[src/rtl/link_test_pkg.sv]
// Shared definitions for the link test engine: source codes, the
// alignment word and the pseudo-random generator step.
package link_test_pkg;

    typedef enum logic [3:0] {
        SRC_ZERO   = 4'd0,
        SRC_USER   = 4'd1,
        SRC_CUSTOM = 4'd2,
        SRC_TRAIN  = 4'd3,
        SRC_LOOP   = 4'd4,
        SRC_PRBS   = 4'd5
    } src_sel_e;

    localparam int          WORD_W     = 16;
    localparam logic [15:0] TRAIN_WORD = 16'h00FF;

    // One step of the 16-bit maximal-length generator (taps 16,14,13,11).
    function automatic logic [15:0] prbs_step(input logic [15:0] s);
        return {s[14:0], s[15] ^ s[13] ^ s[12] ^ s[10]};
    endfunction

endpackage

[src/rtl/link_tx_source.sv]
// Transmit word selector. Registers one word per cycle picked by the
// source code. Assumes tx_sel is held stable by its owner; unused codes
// and a disabled transmitter both send zero.
module link_tx_source
    import link_test_pkg::*;
#(
    parameter logic [15:0] SEED = 16'hACE1
) (
    input  logic              clk,
    input  logic              rst_n,
    input  logic              tx_en,
    input  logic [3:0]        tx_sel,
    input  logic [WORD_W-1:0] user_word,
    input  logic [WORD_W-1:0] custom_word,
    input  logic [WORD_W-1:0] rx_word,
    output logic [WORD_W-1:0] tx_word
);

    logic [WORD_W-1:0] gen_q;
    logic [WORD_W-1:0] pick;
    logic              gen_use;

    // Choose the next outgoing word from the source code.
    always_comb begin
        gen_use = tx_en && (tx_sel == SRC_PRBS);
        unique case (tx_sel)
            SRC_USER:   pick = user_word;
            SRC_CUSTOM: pick = custom_word;
            SRC_TRAIN:  pick = TRAIN_WORD;
            SRC_LOOP:   pick = rx_word;
            SRC_PRBS:   pick = gen_q;
            default:    pick = '0;
        endcase
        if (!tx_en) pick = '0;
    end

    // Register the outgoing word and step the generator when it is used.
    always_ff @(posedge clk) begin
        if (!rst_n) begin
            tx_word <= '0;
            gen_q   <= SEED;
        end else begin
            tx_word <= pick;
            if (gen_use) gen_q <= prbs_step(gen_q);
        end
    end

    AST_TX_GATE: assert property (@(posedge clk) disable iff (!rst_n)
        (!tx_en) |=> (tx_word == '0));
    AST_TX_TRAIN: assert property (@(posedge clk) disable iff (!rst_n)
        (tx_en && tx_sel == SRC_TRAIN) |=> (tx_word == TRAIN_WORD));
    AST_TX_LOOP: assert property (@(posedge clk) disable iff (!rst_n)
        (tx_en && tx_sel == SRC_LOOP) |=> (tx_word == $past(rx_word)));

endmodule

[src/rtl/link_rx_checker.sv]
// Receive monitor: holds the last raw and last non-zero word, counts
// non-zero words and checks a pseudo-random stream. Assumes the far end
// runs the same generator; the first non-zero word seeds the local copy.
module link_rx_checker
    import link_test_pkg::*;
#(
    parameter int CNT_W = 32
) (
    input  logic              clk,
    input  logic              rst_n,
    input  logic              rx_en,
    input  logic              chk_mode,
    input  logic              cnt_clr,
    input  logic [WORD_W-1:0] rx_word,
    output logic [WORD_W-1:0] rx_raw,
    output logic [WORD_W-1:0] rx_last_nz,
    output logic [CNT_W-1:0]  err_count,
    output logic [CNT_W-1:0]  data_count
);

    localparam logic [CNT_W-1:0] CNT_MAX = '1;

    logic              take;
    logic              chk_on;
    logic              synced_q;
    logic [WORD_W-1:0] expect_q;

    assign take   = rx_en && (rx_word != '0);
    assign chk_on = rx_en && chk_mode;

    // Capture the raw word and the last non-zero word.
    always_ff @(posedge clk) begin
        if (!rst_n) begin
            rx_raw     <= '0;
            rx_last_nz <= '0;
        end else begin
            if (rx_en) rx_raw     <= rx_word;
            if (take)  rx_last_nz <= rx_word;
        end
    end

    // Count non-zero words, track the expected sequence and count mismatches.
    always_ff @(posedge clk) begin
        if (!rst_n || cnt_clr) begin
            data_count <= '0;
            err_count  <= '0;
            synced_q   <= 1'b0;
            expect_q   <= '0;
        end else begin
            if (take && data_count != CNT_MAX) data_count <= data_count + 1'b1;
            if (!chk_on) begin
                synced_q <= 1'b0;
            end else if (take) begin
                if (!synced_q) begin
                    synced_q <= 1'b1;
                    expect_q <= prbs_step(rx_word);
                end else begin
                    expect_q <= prbs_step(expect_q);
                    if (rx_word != expect_q && err_count != CNT_MAX)
                        err_count <= err_count + 1'b1;
                end
            end
        end
    end

    AST_NZ_CAPTURE: assert property (@(posedge clk) disable iff (!rst_n)
        take |=> (rx_last_nz == $past(rx_word)));
    AST_DATA_STEP: assert property (@(posedge clk) disable iff (!rst_n)
        (!take && !cnt_clr) |=> $stable(data_count));
    AST_ERR_IDLE: assert property (@(posedge clk) disable iff (!rst_n)
        (!chk_on && !cnt_clr) |=> $stable(err_count));
    AST_CLEAR: assert property (@(posedge clk) disable iff (!rst_n)
        cnt_clr |=> (data_count == '0 && err_count == '0));
    AST_NO_WRAP: assert property (@(posedge clk) disable iff (!rst_n)
        (data_count == CNT_MAX && !cnt_clr) |=> (data_count == CNT_MAX));

endmodule

[src/rtl/link_align_detect.sv]
// Alignment detector: raises its flag after a run of consecutive
// alignment words. Assumes disabled receive cycles are gaps, not breaks.
module link_align_detect
    import link_test_pkg::*;
#(
    parameter int TRAIN_LEN = 16
) (
    input  logic              clk,
    input  logic              rst_n,
    input  logic              train_en,
    input  logic              rx_en,
    input  logic [WORD_W-1:0] rx_word,
    output logic              train_ok
);

    localparam int            RUN_W    = $clog2(TRAIN_LEN + 1);
    localparam logic [RUN_W-1:0] RUN_FULL = RUN_W'(TRAIN_LEN);
    localparam logic [RUN_W-1:0] RUN_LAST = RUN_W'(TRAIN_LEN - 1);

    logic [RUN_W-1:0] run_q;

    // Track the run of alignment words and latch success.
    always_ff @(posedge clk) begin
        if (!rst_n || !train_en) begin
            run_q    <= '0;
            train_ok <= 1'b0;
        end else if (rx_en) begin
            if (rx_word == TRAIN_WORD) begin
                if (run_q != RUN_FULL) run_q <= run_q + 1'b1;
                if (run_q == RUN_LAST) train_ok <= 1'b1;
            end else begin
                run_q <= '0;
            end
        end
    end

    AST_TRAIN_DROP: assert property (@(posedge clk) disable iff (!rst_n)
        (!train_en) |=> (!train_ok));
    AST_TRAIN_KEEP: assert property (@(posedge clk) disable iff (!rst_n)
        (train_en && train_ok) |=> train_ok);

endmodule

[src/rtl/link_test_engine.sv]
// Link test engine top: transmit source selector, receive checker and
// alignment detector on a 16-bit parallel word path.
module link_test_engine
    import link_test_pkg::*;
#(
    parameter int          CNT_W     = 32,
    parameter int          TRAIN_LEN = 16,
    parameter logic [15:0] SEED      = 16'hACE1
) (
    input  logic             clk,
    input  logic             rst_n,
    input  logic             tx_en,
    input  logic             rx_en,
    input  logic [3:0]       tx_sel,
    input  logic [15:0]      user_word,
    input  logic [15:0]      custom_word,
    input  logic             train_en,
    input  logic             cnt_clr,
    input  logic [15:0]      rx_word,
    output logic [15:0]      tx_word,
    output logic [15:0]      rx_raw,
    output logic [15:0]      rx_last_nz,
    output logic             train_ok,
    output logic [CNT_W-1:0] err_count,
    output logic [CNT_W-1:0] data_count
);

    logic chk_mode;
    assign chk_mode = (tx_sel == SRC_PRBS);

    link_tx_source #(.SEED(SEED)) u_tx (
        .clk(clk), .rst_n(rst_n), .tx_en(tx_en), .tx_sel(tx_sel),
        .user_word(user_word), .custom_word(custom_word),
        .rx_word(rx_word), .tx_word(tx_word)
    );

    link_rx_checker #(.CNT_W(CNT_W)) u_rx (
        .clk(clk), .rst_n(rst_n), .rx_en(rx_en), .chk_mode(chk_mode),
        .cnt_clr(cnt_clr), .rx_word(rx_word), .rx_raw(rx_raw),
        .rx_last_nz(rx_last_nz), .err_count(err_count),
        .data_count(data_count)
    );

    link_align_detect #(.TRAIN_LEN(TRAIN_LEN)) u_align (
        .clk(clk), .rst_n(rst_n), .train_en(train_en), .rx_en(rx_en),
        .rx_word(rx_word), .train_ok(train_ok)
    );

    AST_RESET_QUIET: assert property (@(posedge clk)
        (!rst_n) |=> (tx_word == '0 && data_count == '0 && !train_ok));

endmodule

[config.mk]
export PLATFORM = sky130hd
export DESIGN_NAME = link_test_engine
export DESIGN_NICKNAME = d
export VERILOG_FILES = /design/src/rtl/link_test_pkg.sv /design/src/rtl/link_tx_source.sv /design/src/rtl/link_rx_checker.sv /design/src/rtl/link_align_detect.sv /design/src/rtl/link_test_engine.sv
export SDC_FILE = /design/constraint.sdc
export NUM_CORES = 1
export LEC_CHECK = 0
export CAP_MARGIN = 20
export CORE_MARGIN = 4
export CORE_UTILIZATION = 35
export DETAILED_ROUTE_END_ITERATION = 10
export DONT_BUFFER_PORTS = 1
export GPL_ROUTABILITY_DRIVEN = 0
export PLACE_DENSITY = 0.47
export SLEW_MARGIN = 15
export SYNTH_ARGS = -nofsm -noshare
export SYNTH_HDL_FRONTEND = slang
export SYNTH_HIERARCHICAL = 1
export SYNTH_SLANG_ARGS = --single-unit
[constraint.sdc]
create_clock -name clk -period 3.16 [get_ports clk]
set_input_delay 0.948 -clock clk [delete_from_list [all_inputs] [get_ports clk]]
set_output_delay 0.948 -clock clk [all_outputs]
set_load 0.02 [all_outputs]
==> impl_metrics.json, run 1 <==
{
  "crit_family": "simple AND/OR/NAND/NOR gates",
  "antenna_found_initial": 0,
  "endpoint_kind": "flop",
  "cts.sinks": 151,
  "syn_area_per_cell_sq_um": 8.66,
  "power_mw": 4.49,
  "setup_viol": 0,
  "ant_nets": 0,
  "cap_violations": 0,
  "slew_viol_final": 0,
  "reg2reg_slack_ns": 0.66,
  "overflow": 0,
  "status": "complete, no violations",
  "coreArea_sq_mm": 0.0203,
  "worst-path-buf-inv": 1,
  "worst_slack_ns": 0.603,
  "synth_cell_types": 63,
  "muxShareOfSynthArea_pct": 2.49,
  "synthFlopType": "dfxtp_1",
  "core.rowCount": 52,
  "wl_per_cell_um": 18.8,
  "avgViaCountPerCell": 5.50,
  "drive_gt1_share_pct": 9.50,
  "slowest_delay_ns": 0.47,
  "drc_errors": 0,
  "drt_iter0_drc": 424,
  "min_path_cells": 2,
  "cts_made_buffers": 17,
  "path_clk_slew_ns": 0.06,
  "cts_setup_buffers": 0,
  "grt_pass1_vias": 5768,
  "worst_path_max_delay_cell": "or4_1",
  "yosysWarnings": 6,
  "synth-simple-area-share_pct": 28.0,
  "antenna_cells": 0,
  "start_kind": "primary input",
  "nNetsFinal": 892,
  "start_util_pct": 35.7,
  "syn_to_final_growth_pct": 12.9,
  "synth.ff_latch_count": 151,
  "r2r_end": "u_rx/data_count[26]",
  "vias": 6116,
  "syn_inst": 836,
  "period_share_pct": 80.9,
  "cts_buffer_depth": 2,
  "clk_latency_ns": 0.41,
  "power_density_mw_per_mm2": 550,
  "cts_resized": 0,
  "r2r_cells": 6,
  "rsz0062_at_grt": "no",
  "fmax_mhz": 391,
  "dieWidth_um": 152,
  "syn_nets": 899,
  "fin_crit_ns": 2.56,
  "finClkSkew_ns": 0.0125,
  "slew_headroom_pct": 51.6,
  "hp-start": "u_tx/gen_q[4]",
  "fin_cells": 1112,
  "portBuffers": 0,
  "synth_top_family_by_area": "simple AND/OR/NAND/NOR gates",
  "synth_adder_area_share_pct": 0.864,
  "hold_viol": 0,
  "crit_chain": "and4bb_2 -> nand2_1 -> a41oi_4 -> nand2_2 -> or3_1 -> buf_12 -> or4_1 -> a21oi_1",
  "hp-class": "reg -> reg",
  "synth_edf_count": 0,
  "holdPathEnd": "u_tx/gen_q[4]",
  "synth_compound_area_share_pct": 16.0,
  "r2r_start": "u_rx/data_count[0]",
  "netlist_area_sq_mm": 0.00724,
  "cts_tree": "built",
  "totalNegativeSetupSlack_ns": 0,
  "pin_count": 171,
  "grt.total_usage_pct": 17.4,
  "leakage_nw": 2.68,
  "die_y_um": 152,
  "placed_cells": 1079,
  "worst_ep_arrival_time_ns": 2.89,
  "ctsRootBufferMaster": "clkbuf_16",
  "crit_fanout": 37,
  "tightest_slew_ns": 0.723,
  "place_ws_ns": 0.148,
  "post-dp-hpwl_um": 15100,
  "async_flop_share_pct": 0,
  "synthXorXnorAreaFrac_pct": 6.89,
  "die_area_sq_mm": 0.0231,
  "seq_area_frac_synth_pct": 41.7,
  "htreeDepth": 4,
  "grt_max_degree": 54,
  "worstPathRequired_ns": 3.49,
  "drtPass1Iterations": 6,
  "irDropWorstVdd_mv": 0.342,
  "grt_pass1_wl_um": 33000,
  "path_class": "in -> reg",
  "finalWirelength_um": 20900,
  "ctsHoldBuffers": 0
}
kinds of logic (layout without fill, tap and decap cells):
| group | Yosys count | count (layout) |
|---|---|---|
| AOI/OAI and AO/OA | 162 | 162 |
| xor gates and xnor gates | 57 | 57 |
| adders and majority gates | 5 | 5 |
| buffers and inverters | 60 | 66 |
| DFF | 151 | 151 |
| muxes | 18 | 18 |
| and+or+nand+nor | 383 | 383 |
worst max path at each step:
| stage | startpoint | endpoint | cells after the start |
|---|---|---|---|
| 2_1_floorplan | tx_sel[3] | u_rx/err_count[25] | 10 |
| 3_3_place_gp | rx_word[3] | u_rx/data_count[7] | 6 |
| 3_5_place_dp | rx_word[3] | u_rx/data_count[7] | 6 |
| 4_1_cts | u_rx/data_count[0] | u_rx/data_count[7] | 7 |
| 5_1_grt | u_rx/data_count[18] | u_rx/data_count[28] | 5 |
| 6_report | tx_sel[3] | u_rx/err_count[29] | 8 |
cells in the mapped netlist, types with 7 or more instances:
master	n	area share [%]
a22o_1	8	0.97
nor2_1	83	4.3
inv_1	14	0.73
nor4_2	7	1.2
nand2_1	131	6.8
dfxtp_1	151	42
o21ai_0	17	1.2
and4_1	11	1.3
xnor2_1	36	4.4
nand4_1	28	2.4
buf_2	10	0.69
nand3_1	30	2.1
xor2_1	21	2.5
a211oi_1	16	1.7
a21boi_0	37	3.8
o21ai_1	10	0.69
clkbuf_1	24	1.2
or4_1	13	1.3
mux2i_1	18	2.5
o31ai_1	8	0.83
or3_1	14	1.2
a21oi_1	28	1.9
and3_1	13	1.1
a222oi_1	15	2.1
nor3_1	14	0.97
state kept, by name, summed over array words and instances, names as in the netlist:
register and cells:
u_rx/data_count 32, u_tx/tx_word 16, u_rx/synced_q 1, u_rx/err_count 32, u_align/train_ok 1, u_align/run_q 5
u_tx/gen_q 16, u_rx/rx_last_nz 16, u_rx/expect_q 16, u_rx/rx_raw 16
cell usage in the layout (no fill, tap or decap), drive strengths merged, types with 6 or more instances in the layout:
master	n
dfxtp	151
nand2	135
nor2	83
a21boi	40
xnor2	36
nand3	30
nand4	30
a21oi	28
o21ai	27
xor2	21
clkbuf	20
buf	19
mux2i	18
inv	17
a211oi	16
a222oi	15
nor3	15
or4	15
or3	14
and3	13
nor4	12
and4	11
o31ai	8
a22o	8
bufinv	6
per-stage QoR:
stage,utilization (%),hold WS (ns),instance area [sq um]
3_5_place_dp,37.0,0.477,7500
4_1_cts,40.2,0.490,8160
5_1_grt,40.3,0.519,8170
2_1_floorplan,-,0.448,7240
3_3_place_gp,37.0,0.469,7500
6_report,40.3,0.493,8170
final cells by class:
class / instances / area (sq um)
clock inverter: 12 / 223
multi-input combinational: 625 / 3940
inverter: 15 / 56.3
sequential: 151 / 3020
tap: 270 / 338
clock buffer: 20 / 437
timing repair buffer: 19 / 159
fill: 2050 / 12100
report_power, final:
part / internal (mW) / switching (mW)
logic: 0.0786 / 0.106
clock network: 1.49 / 0.831
registers: 1.93 / 0.0571
worst reg2reg max path, stage by stage (launching register included):
cell	delay (ns)
dfxtp_1	0.53
ha_1	0.25
and4_1	0.27
nand4_1	0.19
or4b_1	0.69
or3_1	0.36
a21oi_1	0.14
metal layers:
metal | vias to the layer above | track usage (%) | share of wire, %
li1 | 2999 | - | -
met1 | 2935 | 22.6 | 46
met2 | 163 | 27.1 | 46
met3 | 19 | 6.54 | 7.4
met4 | 0 | 4.75 | 1.2
met5 | - | 0 | 0
No activity file was read; power rests on OpenSTA's default activity.
==> inputs of run 2 (changes only) <==
--- a/config.mk
+++ b/config.mk
@@ -11,7 +11,7 @@
 export DETAILED_ROUTE_END_ITERATION = 10
 export DONT_BUFFER_PORTS = 1
 export GPL_ROUTABILITY_DRIVEN = 0
-export PLACE_DENSITY = 0.47
+export PLACE_DENSITY = 0.49
 export SLEW_MARGIN = 15
 export SYNTH_ARGS = -nofsm -noshare
 export SYNTH_HDL_FRONTEND = slang
==> constraint.sdc (replaced) <==
create_clock -name clk -period 2.3 [get_ports clk]
set_input_delay 0.69 -clock clk [delete_from_list [all_inputs] [get_ports clk]]
set_output_delay 0.69 -clock clk [all_outputs]
set_load 0.02 [all_outputs]
==> run 2 against run 1 <==
Net effect: global-route usage grew 0.90 points; combinational power grew 43%; first-iteration DRC count grew 30%; die area is the same; final cell count grew 7.6%.
==> impl_metrics.json, run 2 (same netlist as run 1, synthesis figures left out) <==
{
  "avgViaCountPerCell": 5.47,
  "drive_gt1_share_pct": 18.3,
  "power_density_mw_per_mm2": 674,
  "fin_cells": 1197,
  "holdPathEnd": "u_tx/gen_q[10]",
  "worst_path_max_delay_cell": "a31oi_4",
  "cts_buffer_depth": 2,
  "core.rowCount": 52,
  "overflow": 0,
  "reg2reg_slack_ns": 0.08,
  "ctsRootBufferMaster": "clkbuf_16",
  "period_share_pct": 96.6,
  "r2r_cells": 7,
  "path_clk_slew_ns": 0.07,
  "layout_common_cells": "151 x dfxtp_1, 129 x nand2_1, 103 x buf_4",
  "antenna_cells": 0,
  "finClkSkew_ns": 0.00866,
  "r2r_end": "u_rx/data_count[7]",
  "r2r_start": "u_rx/data_count[0]",
  "tightest_slew_ns": 0.762,
  "finalWirelength_um": 21900,
  "grt_pass1_wl_um": 34700,
  "crit_fanout": 22,
  "ant_nets": 0,
  "grt_pass1_vias": 6230,
  "slew_headroom_pct": 47.9,
  "cts_made_buffers": 17,
  "die_y_um": 152,
  "start_util_pct": 35.7,
  "pin_count": 171,
  "cts_tree": "built",
  "path_class": "reg -> reg",
  "cp.depth": 7,
  "mostFrequentLayoutCell": "dfxtp_1",
  "portBuffers": 0,
  "placed_cells": 1165,
  "worst-path-buf-inv": 0,
  "status": "complete, no violations",
  "cpMostUsedCell": "and4_1",
  "hp-class": "in -> reg",
  "wl_per_cell_um": 18.3,
  "totalNegativeSetupSlack_ns": 0,
  "nNetsFinal": 977,
  "antenna_found_initial": 0,
  "min_path_cells": 1,
  "leakage_nw": 3.14,
  "syn_to_final_growth_pct": 21.5,
  "hold_viol": 0,
  "setup_viol": 0,
  "dieWidth_um": 152,
  "drc_errors": 0,
  "htreeDepth": 4,
  "drtPass1Iterations": 6,
  "irDropWorstVdd_mv": 0.450,
  "final_core_util_pct": 43.3,
  "n_fill_cell": 1993,
  "cts.sinks": 151,
  "fmax_mhz": 450,
  "vias": 6550,
  "endpoint_kind": "flop",
  "ctsHoldBuffers": 0,
  "worst_slack_ns": 0.0772,
  "grt.total_usage_pct": 18.2,
  "fin_crit_ns": 2.22,
  "rsz0062_at_grt": "no",
  "place_ws_ns": -0.325,
  "cap_violations": 0,
  "worstPathRequired_ns": 2.65,
  "largestRegisters": "u_rx/data_count (32), u_rx/err_count (32)",
  "crit_chain": "ha_1 -> and4_1 -> and4_1 -> a31oi_4 -> nand2b_1 -> or3_1 -> a21oi_1",
  "hp-start": "rst_n",
  "coreArea_sq_mm": 0.0203,
  "crit_family": "simple AND/OR/NAND/NOR gates",
  "slowest_delay_ns": 0.51,
  "drt_iter0_drc": 553,
  "grt_max_degree": 54,
  "post-dp-hpwl_um": 16100,
  "clk_latency_ns": 0.42,
  "die_area_sq_mm": 0.0231,
  "slew_viol_final": 0,
  "power_mw": 5.93,
  "worst_ep_arrival_time_ns": 2.58,
  "start_kind": "flop"
}
==> run 2: changes by cell type in the layout (fill, tap and decap cells not counted), sizes merged <==
cell	before	now
buf	19	104
clkinv	2	6
bufinv	6	3
clkinvlp	2	0
inv	17	18
==> run 2: power breakdown <==
part | switching, mW | internal (mW)
registers | 0.0766 | 2.66
logic | 0.153 | 0.113
clock network | 1.15 | 1.78
==> run 2: area by class of cell <==
class	instances	area, sq um	area share, %
multi-input combinational	625	3960	45.1
clock inverter	12	165	1.88
inverter	15	56.3	0.640
timing repair buffer	104	793	9.02
clock buffer	20	457	5.19
sequential	151	3020	34.4
tap	270	338	3.84
==> run 2: what timing repair did <==
item | CTS | global route
gates resized for setup | 1 | 3
gates cloned | 0 | 0
setup buffers | 0 | 0
setup endpoints to repair | 1 | 9
hold endpoints to repair | 0 | 0
==> run 2: worst reg2reg max path: stages (launching register included) <==
cell and delay, ns:
dfxtp_1 0.32, ha_1 0.20, and4_1 0.23, and4_1 0.22, a31oi_4 0.51, nand2b_1 0.19, or3_1 0.34, a21oi_1 0.15
==> run 2: how the worst max path moves through the flow <==
stage	startpoint	end	slack, ns
floorplan	tx_sel[1]	u_rx/err_count[25]	-0.17
global placement	rx_word[8]	u_rx/data_count[7]	-0.30
detailed placement	rx_word[8]	u_rx/data_count[7]	-0.33
CTS	u_rx/data_count[0]	u_rx/data_count[28]	0.05
global route	u_rx/data_count[0]	u_rx/data_count[7]	0.009
finish	u_rx/data_count[0]	u_rx/data_count[7]	0.08
==> run 2: stage by stage <==
stage | hold WS (ns) | area (sq um)
floorplan | 0.448 | 7250
global placement | 0.474 | 8150
detailed placement | 0.476 | 8150
CTS | 0.322 | 8780
global route | 0.321 | 8790
finish | 0.352 | 8790
==> run 2: layer usage <==
metal | vias to the layer above | wire, um | part of all wire [%] | track usage [%]
met5 | - | 0 | 0 | 0
met4 | 0 | 537 | 2.5 | 7.32
met3 | 34 | 1560 | 7.1 | 5.35
met2 | 209 | 10300 | 47 | 28.6
met1 | 3150 | 9530 | 44 | 23.7
li1 | 3157 | - | - | -
